### src/rtl/irq_route_pkg.sv
package irq_route_pkg;
    localparam int NUM_LINES   = 4;
    localparam int NUM_OUTS    = 16;
    localparam int LINE_W      = $clog2(NUM_LINES);
    localparam int OUT_W       = $clog2(NUM_OUTS);
    localparam int MAP_BITS    = NUM_OUTS * NUM_LINES;
    localparam int ROUTE_W     = 8;
    localparam int ADDR_W      = 8;
    localparam int DEV_W       = 5;
    localparam int LANES       = 4;
    localparam int DATA_W      = LANES * ROUTE_W;
    localparam logic [ADDR_W-3:0] ROUTE_WORD  = 6'h18;
    localparam logic [ROUTE_W-1:0] ROUTE_RESET = 8'h80;

    typedef logic [ROUTE_W-1:0] route_t;
    typedef route_t [NUM_LINES-1:0] route_arr_t;

    typedef struct packed {
        logic             live;
        logic [OUT_W-1:0] idx;
    } target_t;

    function automatic target_t decode_route(input route_t r);
        target_t t;
        t.live = (r < route_t'(NUM_OUTS));
        t.idx  = r[OUT_W-1:0];
        return t;
    endfunction

    function automatic logic [LINE_W-1:0] swizzle(input logic [LINE_W-1:0] pin,
                                                  input logic [DEV_W-1:0]  dev);
        logic [LINE_W-1:0] d;
        d = dev[LINE_W-1:0];
        return pin + d - LINE_W'(1);
    endfunction
endpackage

### src/rtl/irq_route_regs.sv
module irq_route_regs
    import irq_route_pkg::*;
(
    input  logic              clk,
    input  logic              rst,
    input  logic              wr_en,
    input  logic [ADDR_W-1:0] wr_addr,
    input  logic [LANES-1:0]  wr_be,
    input  logic [DATA_W-1:0] wr_data,
    output route_arr_t        routes_nxt,
    output logic              route_wr
);
    route_arr_t routes_q;
    logic       word_hit;

    assign word_hit = wr_en && (wr_addr[ADDR_W-1:2] == ROUTE_WORD);

    always_comb begin
        routes_nxt = routes_q;
        route_wr   = 1'b0;
        for (int k = 0; k < NUM_LINES; k++) begin
            if (word_hit && wr_be[k]) begin
                routes_nxt[k] = wr_data[k*ROUTE_W +: ROUTE_W];
                route_wr      = 1'b1;
            end
        end
    end

    always_ff @(posedge clk) begin
        if (rst) routes_q <= {NUM_LINES{ROUTE_RESET}};
        else     routes_q <= routes_nxt;
    end
endmodule

### src/rtl/irq_level_map.sv
module irq_level_map
    import irq_route_pkg::*;
(
    input  logic                 clk,
    input  logic                 rst,
    input  logic                 route_wr,
    input  route_arr_t           routes_nxt,
    input  logic [NUM_LINES-1:0] line_level,
    output logic [MAP_BITS-1:0]  map_nxt
);
    logic [MAP_BITS-1:0] map_q;
    target_t             tgt [NUM_LINES];

    always_comb begin
        for (int l = 0; l < NUM_LINES; l++) tgt[l] = decode_route(routes_nxt[l]);
    end

    always_comb begin
        // a routing change rebuilds the map from scratch; otherwise only the
        // routed bit of each live line is refreshed
        map_nxt = route_wr ? '0 : map_q;
        for (int l = 0; l < NUM_LINES; l++) begin
            if (tgt[l].live) map_nxt[int'(tgt[l].idx) * NUM_LINES + l] = line_level[l];
        end
    end

    always_ff @(posedge clk) begin
        if (rst) map_q <= '0;
        else     map_q <= map_nxt;
    end
endmodule

### src/rtl/irq_out_merge.sv
module irq_out_merge
    import irq_route_pkg::*;
(
    input  logic [MAP_BITS-1:0] map_in,
    output logic [NUM_OUTS-1:0] out_any
);
    for (genvar j = 0; j < NUM_OUTS; j++) begin : g_out
        assign out_any[j] = |map_in[j*NUM_LINES +: NUM_LINES];
    end
endmodule

### src/rtl/irq_line_router.sv
module irq_line_router
    import irq_route_pkg::*;
(
    input  logic                 clk,
    input  logic                 rst,
    input  logic                 wr_en,
    input  logic [ADDR_W-1:0]    wr_addr,
    input  logic [LANES-1:0]     wr_be,
    input  logic [DATA_W-1:0]    wr_data,
    input  logic [NUM_LINES-1:0] line_level,
    input  logic [DEV_W-1:0]     dev_num,
    input  logic [LINE_W-1:0]    dev_pin,
    output logic [LINE_W-1:0]    dev_line,
    output logic [NUM_OUTS-1:0]  irq_out
);
    route_arr_t          routes_nxt;
    logic                route_wr;
    logic [MAP_BITS-1:0] map_nxt;
    logic [NUM_OUTS-1:0] out_nxt;

    irq_route_regs u_regs (
        .clk(clk), .rst(rst), .wr_en(wr_en), .wr_addr(wr_addr),
        .wr_be(wr_be), .wr_data(wr_data),
        .routes_nxt(routes_nxt), .route_wr(route_wr)
    );

    irq_level_map u_map (
        .clk(clk), .rst(rst), .route_wr(route_wr), .routes_nxt(routes_nxt),
        .line_level(line_level), .map_nxt(map_nxt)
    );

    irq_out_merge u_merge (.map_in(map_nxt), .out_any(out_nxt));

    always_ff @(posedge clk) begin
        if (rst) irq_out <= '0;
        else     irq_out <= out_nxt;
    end

    assign dev_line = swizzle(dev_pin, dev_num);
endmodule

### config.mk
export PLATFORM = sky130hd
export DESIGN_NAME = irq_line_router
export DESIGN_NICKNAME = d
export VERILOG_FILES = /design/src/rtl/irq_route_pkg.sv /design/src/rtl/irq_route_regs.sv /design/src/rtl/irq_level_map.sv /design/src/rtl/irq_out_merge.sv /design/src/rtl/irq_line_router.sv
export SDC_FILE = /design/constraint.sdc
export NUM_CORES = 1
export LEC_CHECK = 0
export ABC_CLOCK_PERIOD_IN_PS = 2300
export BUFFER_PORTS_ARGS = -buffer_cell sky130_fd_sc_hd__buf_4
export CELL_PAD_IN_SITES_DETAIL_PLACEMENT = 1
export CELL_PAD_IN_SITES_GLOBAL_PLACEMENT = 1
export CORE_AREA = 2 2 134 136
export DETAILED_ROUTE_END_ITERATION = 16
export DIE_AREA = 0 0 136 138
export PLACE_DENSITY_LB_ADDON = 0.08
export SETUP_SLACK_MARGIN = 0.2
export SLEW_MARGIN = 20
export SYNTH_ARGS = -nofsm -noshare
export SYNTH_HDL_FRONTEND = slang
export SYNTH_SLANG_ARGS = --single-unit
export TNS_END_PERCENT = 50
### constraint.sdc
create_clock -name clk -period 2.3 [get_ports clk]
set_clock_uncertainty 0.1 [all_clocks]
set_input_delay 0.23 -clock clk [delete_from_list [all_inputs] [get_ports clk]]
set_output_delay 0.23 -clock clk [all_outputs]
set_load 0.05 [all_outputs]
# After elaboration in Yosys (flattened, before gate mapping)
# Cells that the tools add are included.
# word_totals
reg_bits	112
out_inout_bits	18
wordCells	74
# classes
add_sub_neg	5
n_lt_le_gt_ge	12
eq_ne	1
mux	25
reduce_logical	25
# op_table
operator	n
64-bit two-way mux	5
64-bit bitwise mux	4
32-bit by 1-bit greater-or-equal comparator with 1-bit output (second input constant)	3
32-bit by 8-bit less-than comparator with 1-bit output (second input constant)	3
4-bit OR reduction	16
8-bit by 5-bit less-than comparator with 1-bit output (second input constant)	4
8-bit two-way mux	4
1-bit demux with 6-bit select	3
6-bit by 2-bit adder with 7-bit output (second input constant)	2
1-bit logical AND	9
1-bit two-way mux	8
6-bit by 1-bit adder with 7-bit output (second input constant)	1
6-bit by 7-bit less-than comparator with 1-bit output (second input constant)	1
6-bit by 5-bit == test with 1-bit output (second input constant)	1
6-bit by 1-bit greater-or-equal comparator with 1-bit output (second input constant)	1
1-bit demux with 4-bit select	1
2-bit adder	1
2-bit by 1-bit subtractor with 2-bit output (second input constant)	1

# Longest topological paths before layout
# Gate-level depths: netlist of the first run.
# depth
depth_word	17
mapped_depth	8
depth_no_buf	6

# Modules after synthesis
# A second synthesis of the first run with hierarchy kept.
# unflattened
cells_unflattened	695
hier_area_um2	6622.6
# by_module_without_submodules
module	n_inst	cells_each	area_each_um2	seq_area_each_um2
irq_level_map	1	452	4296.6	1281.2
irq_route_regs	1	189	1730.4	640.6
irq_line_router	1	38	475.5	320.3
irq_out_merge	1	16	120.1	0.0

# Least setup slack after synthesis of the first run
# Ideal clock, no wire load.
# synth_timing
kind	in2reg
startpoint	in wr_addr[4]
endpoint	reg irq_out[5]
setup_ns	0.138
t_arrival_ns	2.157
slack_ns	-0.095
stages	8
path_cell_list	or4b_4 -> nor3_1 -> buf_4 -> buf_6 -> mux2i_1 -> a21oi_1 -> a31oi_1 -> a41oi_1
# synth_via
elab_chain_cells	17
# synth_lines
item	line_no	source
from (decl)	irq_line_router.sv:7	input logic [ADDR_W-1:0] wr_addr,
6-bit by 5-bit == test with 1-bit output (*)	irq_route_regs.sv:16	assign word_hit = wr_en && (wr_addr[ADDR_W-1:2] == ROUTE_WORD);
1-bit logical AND (*)	irq_route_regs.sv:16	
parallel branches: the longest is 13 deep, another holds 32-bit by 1-bit greater-or-equal comparator with 1-bit output	--	
64-bit two-way mux (*)	irq_level_map.sv:23	if (tgt[l].live) map_nxt[int'(tgt[l].idx) * NUM_LINES + l] = line_level[l];
4-bit OR reduction (*)	irq_out_merge.sv:8	assign out_any[j] = |map_in[j*NUM_LINES +: NUM_LINES];
to (signal assigned)	irq_line_router.sv:36	else irq_out <= out_nxt;
to (decl)	irq_line_router.sv:14	output logic [NUM_OUTS-1:0] irq_out
# Every way passes the cells marked *.
# A chain may end at the register's enable or synchronous reset.

# Worst setup path in the final report of the first run
# layout_timing
startpoint	in wr_addr[2]
endpoint	reg irq_out[0]
# Same word-level chain as after synthesis.

==> results.txt, run 1 <==
Most frequent cells in the layout - 165 x buf_4, 112 x dfxtp_1, 102 x nor2_1
Seq/Total Area, Yosys - 0.436
Crit path max fanout - 5
Worst EP arrival - 2.56 ns
Synth warn - 0
Maximum vdd drop - 0.383 mV
Yosys cell types - 26
First-pass GRT wire length - 28.5 mm
Synthesized instance count - 613
Slew headroom - 0.592
Final ANT Viol Nets - 0
WP data required - 2.47 ns
Starting DRC count in detailed routing - 254
Critical Path Max Stage Delay - 0.54 ns
Failing checks - negative setup slack
Fin. max-slew vios - 0
GP Congestion - 0.794
Max H-tree Level - 3
F_max - 0.418 GHz
Syn Nets - 672
CTS root buf - clkbuf_16
Layout fillers - 1965
Average size of a mapped cell - 8.38 sq um
Worst-path clk slew - 0.08 ns
Commonest non-fill, non-tap cell in the layout - buf_4
Synthesis-to-layout area growth - 74.5%
Seq cells post-synth - 112
Nets - 892
Hold Fails Final Rpt - 0
CTS Sinks - 112
Pin count of the biggest net entering global routing - 51
Slowest CP cell - or4b_4
Power Density - 427 mW/mm^2
I/O pins - 76
Worst setup margin - -0.0934 ns
DRT Wirelength - 20.1 mm
Starting density of the core - 0.293
WHS - 0.0217 ns
Post-route cell area - 0.00896 sq mm
Layout cell share with drive strength beyond 1 - 0.473
Die width - 136 microns
Status - finished with violations
Mapped cell area - 0.00514 sq mm
Antenna cell count - 0
DP Worst Slack - -0.531 ns
Leak - 3.27 nW
First-pass iteration count of the detailed router - 4
Max Buffers Root-to-Sink - 2
Hold Crit Class - in2reg
Rows - 49
Via density - 5.17
Port Buf Inserts - 70
Worst setup path class - in2reg
GRT overflow - 0
Fin crit period - 2.39 ns
Setup violators final - 4
RSZ-0062 raised after global routing - yes
Critical path cell sequence - buf_6, or4b_4, buf_8, nor3_4, buf_6, clkbuf_16, mux2_4, buf_12, a21oi_4, a31oi_4, a41oi_2
Die area - 0.0188 sq mm
Max Cap Viol - 0
Final Non-Filler Cells - 1067
WL per Instance - 18.9 microns
Worst skew pair latency - 0.36 ns
Critical Path Most Common Cell - buf_6
DRC Markers - 0
Core box area - 0.0175 sq mm
Worst setup SP type - primary input
Dpl hpwl - 12.2 mm
Worst-Margin Slew - 0.612 ns
Chip height - 138 microns
CTS Buf Count - 9
Vias - 5520
Gr usage total - 0.192
Placed cell area - 0.00686 sq mm
Vias in the first global route - 5511
Tcrit/Tclk final - 1.04
CTS tree - yes
Initial antenna violation count - 0
Crit end category - flip-flop
Placed Instances - 989
-- what timing repair did --
action                     in CTS  in global routing
hold buffers                    4                  0
buffers inserted               17                 36
hold endpoints to repair        4                  0
pin swaps                      11                 27
gates resized for setup        55                165
cloned                          1                  4
setup endpoints to repair      75                 77
-- critical path, delay by kind of cell --
family | cells | cell delay [ns]
and+or+nand+nor | 2 | 0.76
buffers and inverters | 5 | 0.71
AOI/OAI and AO/OA | 3 | 0.47
muxes | 1 | 0.38
-- worst paths after layout --
kind | start | to | slack (ns) | cells past startpoint
setup / recovery | wr_addr[2] | irq_out[0] | -0.09 | 11
hold / removal | wr_data[21] | u_regs.routes_q[21] | 0.02 | 3
setup reg to reg | u_regs.routes_q[7] | irq_out[6] | 0.20 | 8
hold reg to reg | u_regs.routes_q[28] | u_regs.routes_q[28] | 0.41 | 2
-- power breakdown --
group	leakage (nW)	switching [mW]	internal (mW)	total (mW)
clock	0.140	0.750	0.848	1.60
combinational	2.23	0.167	0.122	0.289
sequential	0.902	0.00136	1.94	1.94
-- stage by stage --
step | power, mW | utilization | TNS [ns]
4_1_cts | 3.85 | 0.436 | 0
5_1_grt | 3.98 | 0.511 | -1.36
3_5_place_dp | 2.23 | 0.391 | -23.18
3_3_place_gp | 2.22 | 0.391 | -21.15
6_report | 3.83 | 0.511 | -0.126
2_1_floorplan | 2.09 | - | 0
-- layer usage --
metal  part of all wire  vias up  track usage
li1                   -     2620            -
met1               0.43     2784        0.243
met2               0.53       96        0.337
met3              0.029       20       0.0385
met4              0.013        0       0.0422
met5                  0        -            0
-- flip-flops by register name, summed over array words and instances (netlist names) --
| register | flops |
|---|---|
| u_regs.routes_q | 32 |
| irq_out | 16 |
| u_map.map_q | 64 |
-- cell type report --
type                       instances  area, sq um  share of cell area
inverter                           3         11.3             0.00126
sequential                       112         2240               0.250
timing repair buffer             244         2350               0.262
tap                              229          287              0.0320
multi-input combinational        463         3790               0.422
clock inverter                     5         56.3             0.00628
clock buffer                      11          233              0.0260
-- cell usage after synthesis (all sizes together) --
| cell | number | area, sq um |
|---|---|---|
| nor4 | 9 | 56.3 |
| inv | 3 | 11.3 |
| nand3b | 16 | 120 |
| nor2b | 4 | 25.0 |
| buf | 19 | 180 |
| mux2 | 4 | 45.0 |
| clkbuf | 16 | 60.1 |
| or4b | 2 | 23.8 |
| a211o | 4 | 35.0 |
| nand2b | 17 | 106 |
| a21oi | 64 | 320 |
| xnor2 | 2 | 17.5 |
| mux2i | 56 | 561 |
| dfxtp | 112 | 2240 |
| a41oi | 16 | 140 |
| nor2 | 108 | 405 |
| nand2 | 84 | 315 |
| ha | 1 | 12.5 |
| nand3 | 8 | 40.0 |
| a31oi | 64 | 400 |
| nor3 | 4 | 20.0 |
-- cell families (layout without fill, tap and decap cells) --
logic type                 Yosys count  count (layout)  synth area share
adders and majority gates            1               1           0.00244
AOI/OAI and AO/OA                  148             148             0.174
buffers and inverters               38             263            0.0490
xor gates and xnor gates             2               2           0.00341
and+or+nand+nor                    252             252             0.217
muxes                               60              60             0.118
DFF                                112             112             0.436
Note: power is estimated with default switching activity, not from simulation.
==> run 2, diff against run 1 <==
--- a/config.mk
+++ b/config.mk
@@ -10,6 +10,7 @@
 export CELL_PAD_IN_SITES_DETAIL_PLACEMENT = 1
 export CELL_PAD_IN_SITES_GLOBAL_PLACEMENT = 1
 export CORE_AREA = 2 2 134 136
+export CTS_BUF_LIST = sky130_fd_sc_hd__clkbuf_16
 export DETAILED_ROUTE_END_ITERATION = 16
 export DIE_AREA = 0 0 136 138
 export PLACE_DENSITY_LB_ADDON = 0.08
==> run 2 against run 1 <==
  * The run still ends with negative setup slack left
  * Non-clock buffer count shrank 13
  * Combinational power decreased by 3%
  * Routed wire length shrank 3.9%
  * Sequential cell count stayed put
  * Fmax is 2.0% higher
  * Critical path depth decreased by 1
  * First-iteration DRC count fell by 18%
  * Cell count decreased by 1.2%
  * Critical endpoint unchanged
  * Largest cell class unchanged
==> results.txt, run 2 (synthesis results as in run 1) <==
Crit path max fanout - 5 (unchanged)
Starting density of the core - 0.293 (unchanged)
Port Buf Inserts - 70 (unchanged)
Hold Crit Class - in2reg
Power Density - 443 mW/mm^2 (+3.8%)
Worst setup margin - -0.0461 ns (+0.0473 ns)
First-pass GRT wire length - 28.2 mm (-1.2%)
CTS tree - yes
Tcrit/Tclk final - 1.02 (-0.0206)
Die area - 0.0188 sq mm (unchanged)
Pin count of the biggest net entering global routing - 51 (unchanged)
I/O pins - 76 (unchanged)
Final core occ - 0.491 (-0.0201)
Worst setup path class - in2reg
Max Buffers Root-to-Sink - 2 (unchanged)
Initial antenna violation count - 0 (unchanged)
Final Non-Filler Cells - 1054 (-1.2%)
Core box area - 0.0175 sq mm (unchanged)
Maximum vdd drop - 0.386 mV (+0.78%)
R2r setup slk - 0.23 ns (+0.03 ns)
Gr usage total - 0.190 (-0.00237)
Worst-Margin Slew - 0.658 ns (+0.0466 ns)
Vias in the first global route - 5440 (-1.3%)
Synthesis-to-layout area growth - 67.6%
DRC Markers - 0 (unchanged)
RSZ-0062 raised after global routing - yes
CTS Sinks - 112 (unchanged)
Rows - 49 (unchanged)
Max H-tree Level - 3 (unchanged)
CTS Buf Count - 9 (unchanged)
Worst skew pair latency - 0.36 ns (about the same)
Worst-path clk slew - 0.08 ns (about the same)
Placed Instances - 989 (unchanged)
Layout cell share with drive strength beyond 1 - 0.453 (-0.0192)
DRT Wirelength - 19.4 mm (-3.9%)
Failing checks - negative setup slack
Setup violators final - 4 (unchanged)
Chip height - 138 microns (unchanged)
Crit end category - flip-flop
DP Worst Slack - -0.531 ns (unchanged)
Register bank with the most flops - u_map.map_q
First-pass iteration count of the detailed router - 4 (unchanged)
Via density - 5.13 (-0.82%)
Commonest non-fill, non-tap cell in the layout - buf_4
WHS - 0.0188 ns (-0.00288 ns)
Hold Fails Final Rpt - 0 (unchanged)
Final ANT Viol Nets - 0 (unchanged)
Worst EP arrival - 2.46 ns (-0.10 ns)
Biggest regs - u_map.map_q: 64 flops, u_regs.routes_q: 32 flops, irq_out: 16 flops
Dpl hpwl - 12.2 mm (unchanged)
Antenna cell count - 0 (unchanged)
Nets - 879 (-1.5%)
Leak - 3.18 nW (-3.0%)
Max FFs per register - 64 (unchanged)
CTS root buf - clkbuf_16
WL per Instance - 18.4 microns (-2.8%)
Max Cap Viol - 0 (unchanged)
WP data required - 2.42 ns (-0.05 ns)
Status - finished with violations
Fin. max-slew vios - 0 (unchanged)
Starting DRC count in detailed routing - 208 (-18%)
GRT overflow - 0 (unchanged)
Vias - 5408 (-2.0%)
Worst setup SP type - primary input
Die width - 136 microns (unchanged)
Slew headroom - 0.561 (-0.0311)
GP Congestion - 0.794 (unchanged)
F_max - 0.426 GHz (+2.0%)
Most frequent cells in the layout - 166 x buf_4, 112 x dfxtp_1, 99 x nor2_1
Fin crit period - 2.35 ns (-0.0473 ns)
run 2: cell count changes in the layout (fill, tap and decap cells not counted), moves of 5 or more:
cell	before	now
buf_6	52	42
a21oi_1	23	32
nor2_2	1	9
buf_12	17	11
a21oi_4	19	14
a31oi_1	19	24
a31oi_4	20	15
nor2_4	5	0
run 2: report_power, final:
| part | total, mW | internal [mW] | switching, mW | leakage (nW) |
|---|---|---|---|---|
| Clock | 1.60 | 0.839 | 0.756 | 0.148 |
| Sequential | 1.94 | 1.94 | 0.00134 | 0.902 |
| Combinational | 0.281 | 0.119 | 0.162 | 2.13 |
run 2: repair_timing:
action	CTS	global route
endpoints found under the hold margin	4	0
hold buffers	4	0
gates resized for setup	44	148
setup buffers	8	33
setup endpoints to repair	75	77
gates cloned	1	3
pin swaps	10	30
run 2: metal layers:
layer,up-vias,wire [microns],GRT usage
met2,80,9950,0.330
li1,2605,-,-
met4,0,486,0.0411
met5,-,0,0
met1,2695,8430,0.242
met3,28,490,0.0381
run 2: final cells by class:
| cell class | count | area, sq um |
|---|---|---|
| clock buffer | 9 | 225 |
| clock inverter | 7 | 63.8 |
| fill | 1990 | 8920 |
| inverter | 3 | 11.3 |
| multi-input combinational | 463 | 3640 |
| sequential | 112 | 2240 |
| tap | 229 | 287 |
| timing repair buffer | 231 | 2140 |
run 2: final timing paths:
| path | startpoint | end | cells past startpoint |
|---|---|---|---|
| max | wr_addr[3] | irq_out[0] | 10 |
| min | wr_data[21] | u_regs.routes_q[21] | 3 |
| max reg2reg | u_regs.routes_q[7] | irq_out[6] | 8 |
| min reg2reg | u_regs.routes_q[28] | u_regs.routes_q[28] | 2 |
run 2: critical path, stage by stage:
cell	delay, ns
buf_4	0.11
or4b_4	0.53
buf_8	0.16
nor3_4	0.19
buf_12	0.14
clkbuf_16	0.15
mux2_4	0.37
buf_12	0.16
a31oi_2	0.23
a41oi_2	0.19
run 2: stage by stage:
step	setup TNS (ns)	power (mW)	area, sq um
floorplan	0	2.09	5320
global placement	-21.15	2.22	6860
detailed placement	-23.18	2.23	6860
CTS	0	3.84	7500
global route	-0.916	3.97	8610
finish	-0.107	3.82	8610
==> run 3, diff against run 2 <==
--- a/config.mk
+++ b/config.mk
@@ -14,6 +14,7 @@
 export DETAILED_ROUTE_END_ITERATION = 16
 export DIE_AREA = 0 0 136 138
 export PLACE_DENSITY_LB_ADDON = 0.08
+export RECOVER_POWER = 25
 export SETUP_SLACK_MARGIN = 0.2
 export SLEW_MARGIN = 20
 export SYNTH_ARGS = -nofsm -noshare
==> run 3 against run 2 <==
  * The run still ends with negative setup slack left
  * Sequential share of layout area grew 0.22 points
  * Sequential power is essentially flat
  * Total power shrank 0.16%
  * First-iteration DRC count shrank 2.9%
  * Combinational power shrank 2%
  * Fmax is essentially flat
  * Clock power is essentially flat
  * Die area is the same
  * Non-clock buffer count is the same
  * Highest routed layer unchanged
==> results.txt, run 3 (synthesis results as in run 1) <==
Status - finished with violations
Failing checks - negative setup slack
Die area - 0.0188 sq mm (unchanged)
Via density - 5.12 (-0.18%)
Max Buffers Root-to-Sink - 2 (unchanged)
Biggest regs - u_map.map_q: 64 flops, u_regs.routes_q: 32 flops, irq_out: 16 flops
RSZ-0062 raised after global routing - yes
Final ANT Viol Nets - 0 (unchanged)
CTS Buf Count - 9 (unchanged)
Port Buf Inserts - 70 (unchanged)
CTS root buf - clkbuf_16
Max Cap Viol - 0 (unchanged)
Worst EP arrival - 2.46 ns (about the same)
Maximum vdd drop - 0.384 mV (-0.60%)
First-pass iteration count of the detailed router - 4 (unchanged)
Worst-case reg-to-reg path depth - 8 (unchanged)
Worst Setup SP - wr_addr[3]
Chip height - 138 microns (unchanged)
Starting DRC count in detailed routing - 202 (-2.9%)
Worst setup path class - in2reg
Register bank with the most flops - u_map.map_q
Rows - 49 (unchanged)
Fin crit period - 2.35 ns (+0.000449 ns)
CTS tree - yes
Worst reg2reg path endpoint - irq_out[6]
F_max - 0.426 GHz (about the same)
Slew headroom - 0.559 (-0.00189)
DRC Markers - 0 (unchanged)
Core box area - 0.0175 sq mm (unchanged)
Multi-input logic area - 0.00364 sq mm (unchanged)
Leak - 3.10 nW (-2.5%)
DRT Wirelength - 19.4 mm (about the same)
Setup violators final - 4 (unchanged)
R2R Path Start - u_regs.routes_q[7]
Max FFs per register - 64 (unchanged)
Crit path max fanout - 5 (unchanged)
Worst skew pair latency - 0.36 ns (about the same)
Max H-tree Level - 3 (unchanged)
Starting density of the core - 0.293 (unchanged)
Most frequent cells in the layout - 147 x buf_4, 112 x dfxtp_1, 99 x nor2_1
Worst-path clk slew - 0.08 ns (about the same)
Hold Fails Final Rpt - 0 (unchanged)
Dpl hpwl - 12.2 mm (unchanged)
Final core occ - 0.487 (-0.00407)
Antenna cell count - 0 (unchanged)
Worst setup SP type - primary input
CTS Sinks - 112 (unchanged)
Vias in the first global route - 5440 (unchanged)
Critical Path End - irq_out[0]
Nets - 879 (unchanged)
I/O pins - 76 (unchanged)
Initial antenna violation count - 0 (unchanged)
Fin. max-slew vios - 0 (unchanged)
Layout fillers - 2001 (+0.55%)
GP Congestion - 0.794 (unchanged)
Register area - 0.00224 sq mm (unchanged)
First-pass GRT wire length - 28.2 mm (unchanged)
Tcrit/Tclk final - 1.02 (about the same)
Synthesis-to-layout area growth - 66.2%
Commonest non-fill, non-tap cell in the layout - buf_4
Layout cell share with drive strength beyond 1 - 0.430 (-0.0230)
WP data required - 2.42 ns (about the same)
Vias - 5398 (-0.18%)
Hold Crit Class - in2reg
Die width - 136 microns (unchanged)
Worst setup margin - -0.0466 ns (-0.000449 ns)
Gr usage total - 0.190 (unchanged)
Pin count of the biggest net entering global routing - 51 (unchanged)
R2r setup slk - 0.23 ns (about the same)
Overall power - 3.81 mW (-0.16%)
Power Density - 446 mW/mm^2 (+0.67%)
Worst Hold Depth - 3 (unchanged)
WL per Instance - 18.4 microns (about the same)
GRT overflow - 0 (unchanged)
Crit end category - flip-flop
Worst-Margin Slew - 0.661 ns (+0.00283 ns)
==> run 3: changes by cell type in the layout (fill, tap and decap cells not counted) <==
cell	change
clkbuf_1	+19
buf_4	-19
==> run 3: worst min-delay path by stage <==
stage | startpoint | end | slack [ns]
floorplan | wr_data[15] | u_regs.routes_q[15] | 0.25
global placement | wr_data[7] | u_regs.routes_q[7] | 0.34
detailed placement | wr_data[15] | u_regs.routes_q[15] | 0.35
CTS | wr_data[29] | u_regs.routes_q[29] | 0.008
global route | wr_data[21] | u_regs.routes_q[21] | 0.02
finish | wr_data[21] | u_regs.routes_q[21] | 0.02
==> run 3: stage by stage <==
step | TNS, ns | setup slack (ns) | instances | hold WS (ns) | area (sq um)
floorplan | 0 | 0.0688 | 613 | 0.248 | 5320
global placement | -21.15 | -0.493 | 989 | 0.340 | 6860
detailed placement | -23.18 | -0.531 | 989 | 0.352 | 6860
CTS | 0 | 0.0448 | 1018 | 0.00782 | 7500
global route | -0.916 | -0.106 | 1054 | 0.0236 | 8540
finish | -0.112 | -0.0466 | 1054 | 0.0190 | 8540
==> run 3: area by class of cell <==
| cell class | count | area share |
|---|---|---|
| multi-input combinational | 463 | 0.426 |
| sequential | 112 | 0.263 |
| timing repair buffer | 231 | 0.243 |
| tap | 229 | 0.0336 |
| clock buffer | 9 | 0.0264 |
| clock inverter | 7 | 0.00747 |
| inverter | 3 | 0.00132 |
==> run 3: routing by layer <==
layer / routed length (microns) / track usage / vias up / part of all wire
li1: - / - / 2605 / -
met1: 8420 / 0.242 / 2687 / 0.43
met2: 9940 / 0.330 / 82 / 0.51
met3: 545 / 0.0381 / 24 / 0.028
met4: 454 / 0.0411 / 0 / 0.023
met5: 0 / 0 / - / 0
==> run 3: critical path, stage by stage <==
cell       delay (ns)
buf_4            0.11
or4b_4           0.53
buf_8            0.16
nor3_4           0.19
buf_12           0.14
clkbuf_16        0.15
mux2_4           0.37
buf_12           0.16
a31oi_2          0.24
a41oi_2          0.19
==> run 3: power breakdown <==
group	total, mW	internal (mW)	switching (mW)
sequential	1.94	1.94	0.00133
clock	1.59	0.839	0.755
combinational	0.276	0.115	0.162
==> run 3: timing repair <==
action / CTS / global route
cloned: 1 / 3
resized for setup: 44 / 148
endpoints found under the hold margin: 4 / 0
pin swaps: 10 / 30
hold buffers: 4 / 0
buffers inserted: 8 / 33
setup endpoints to repair: 75 / 77
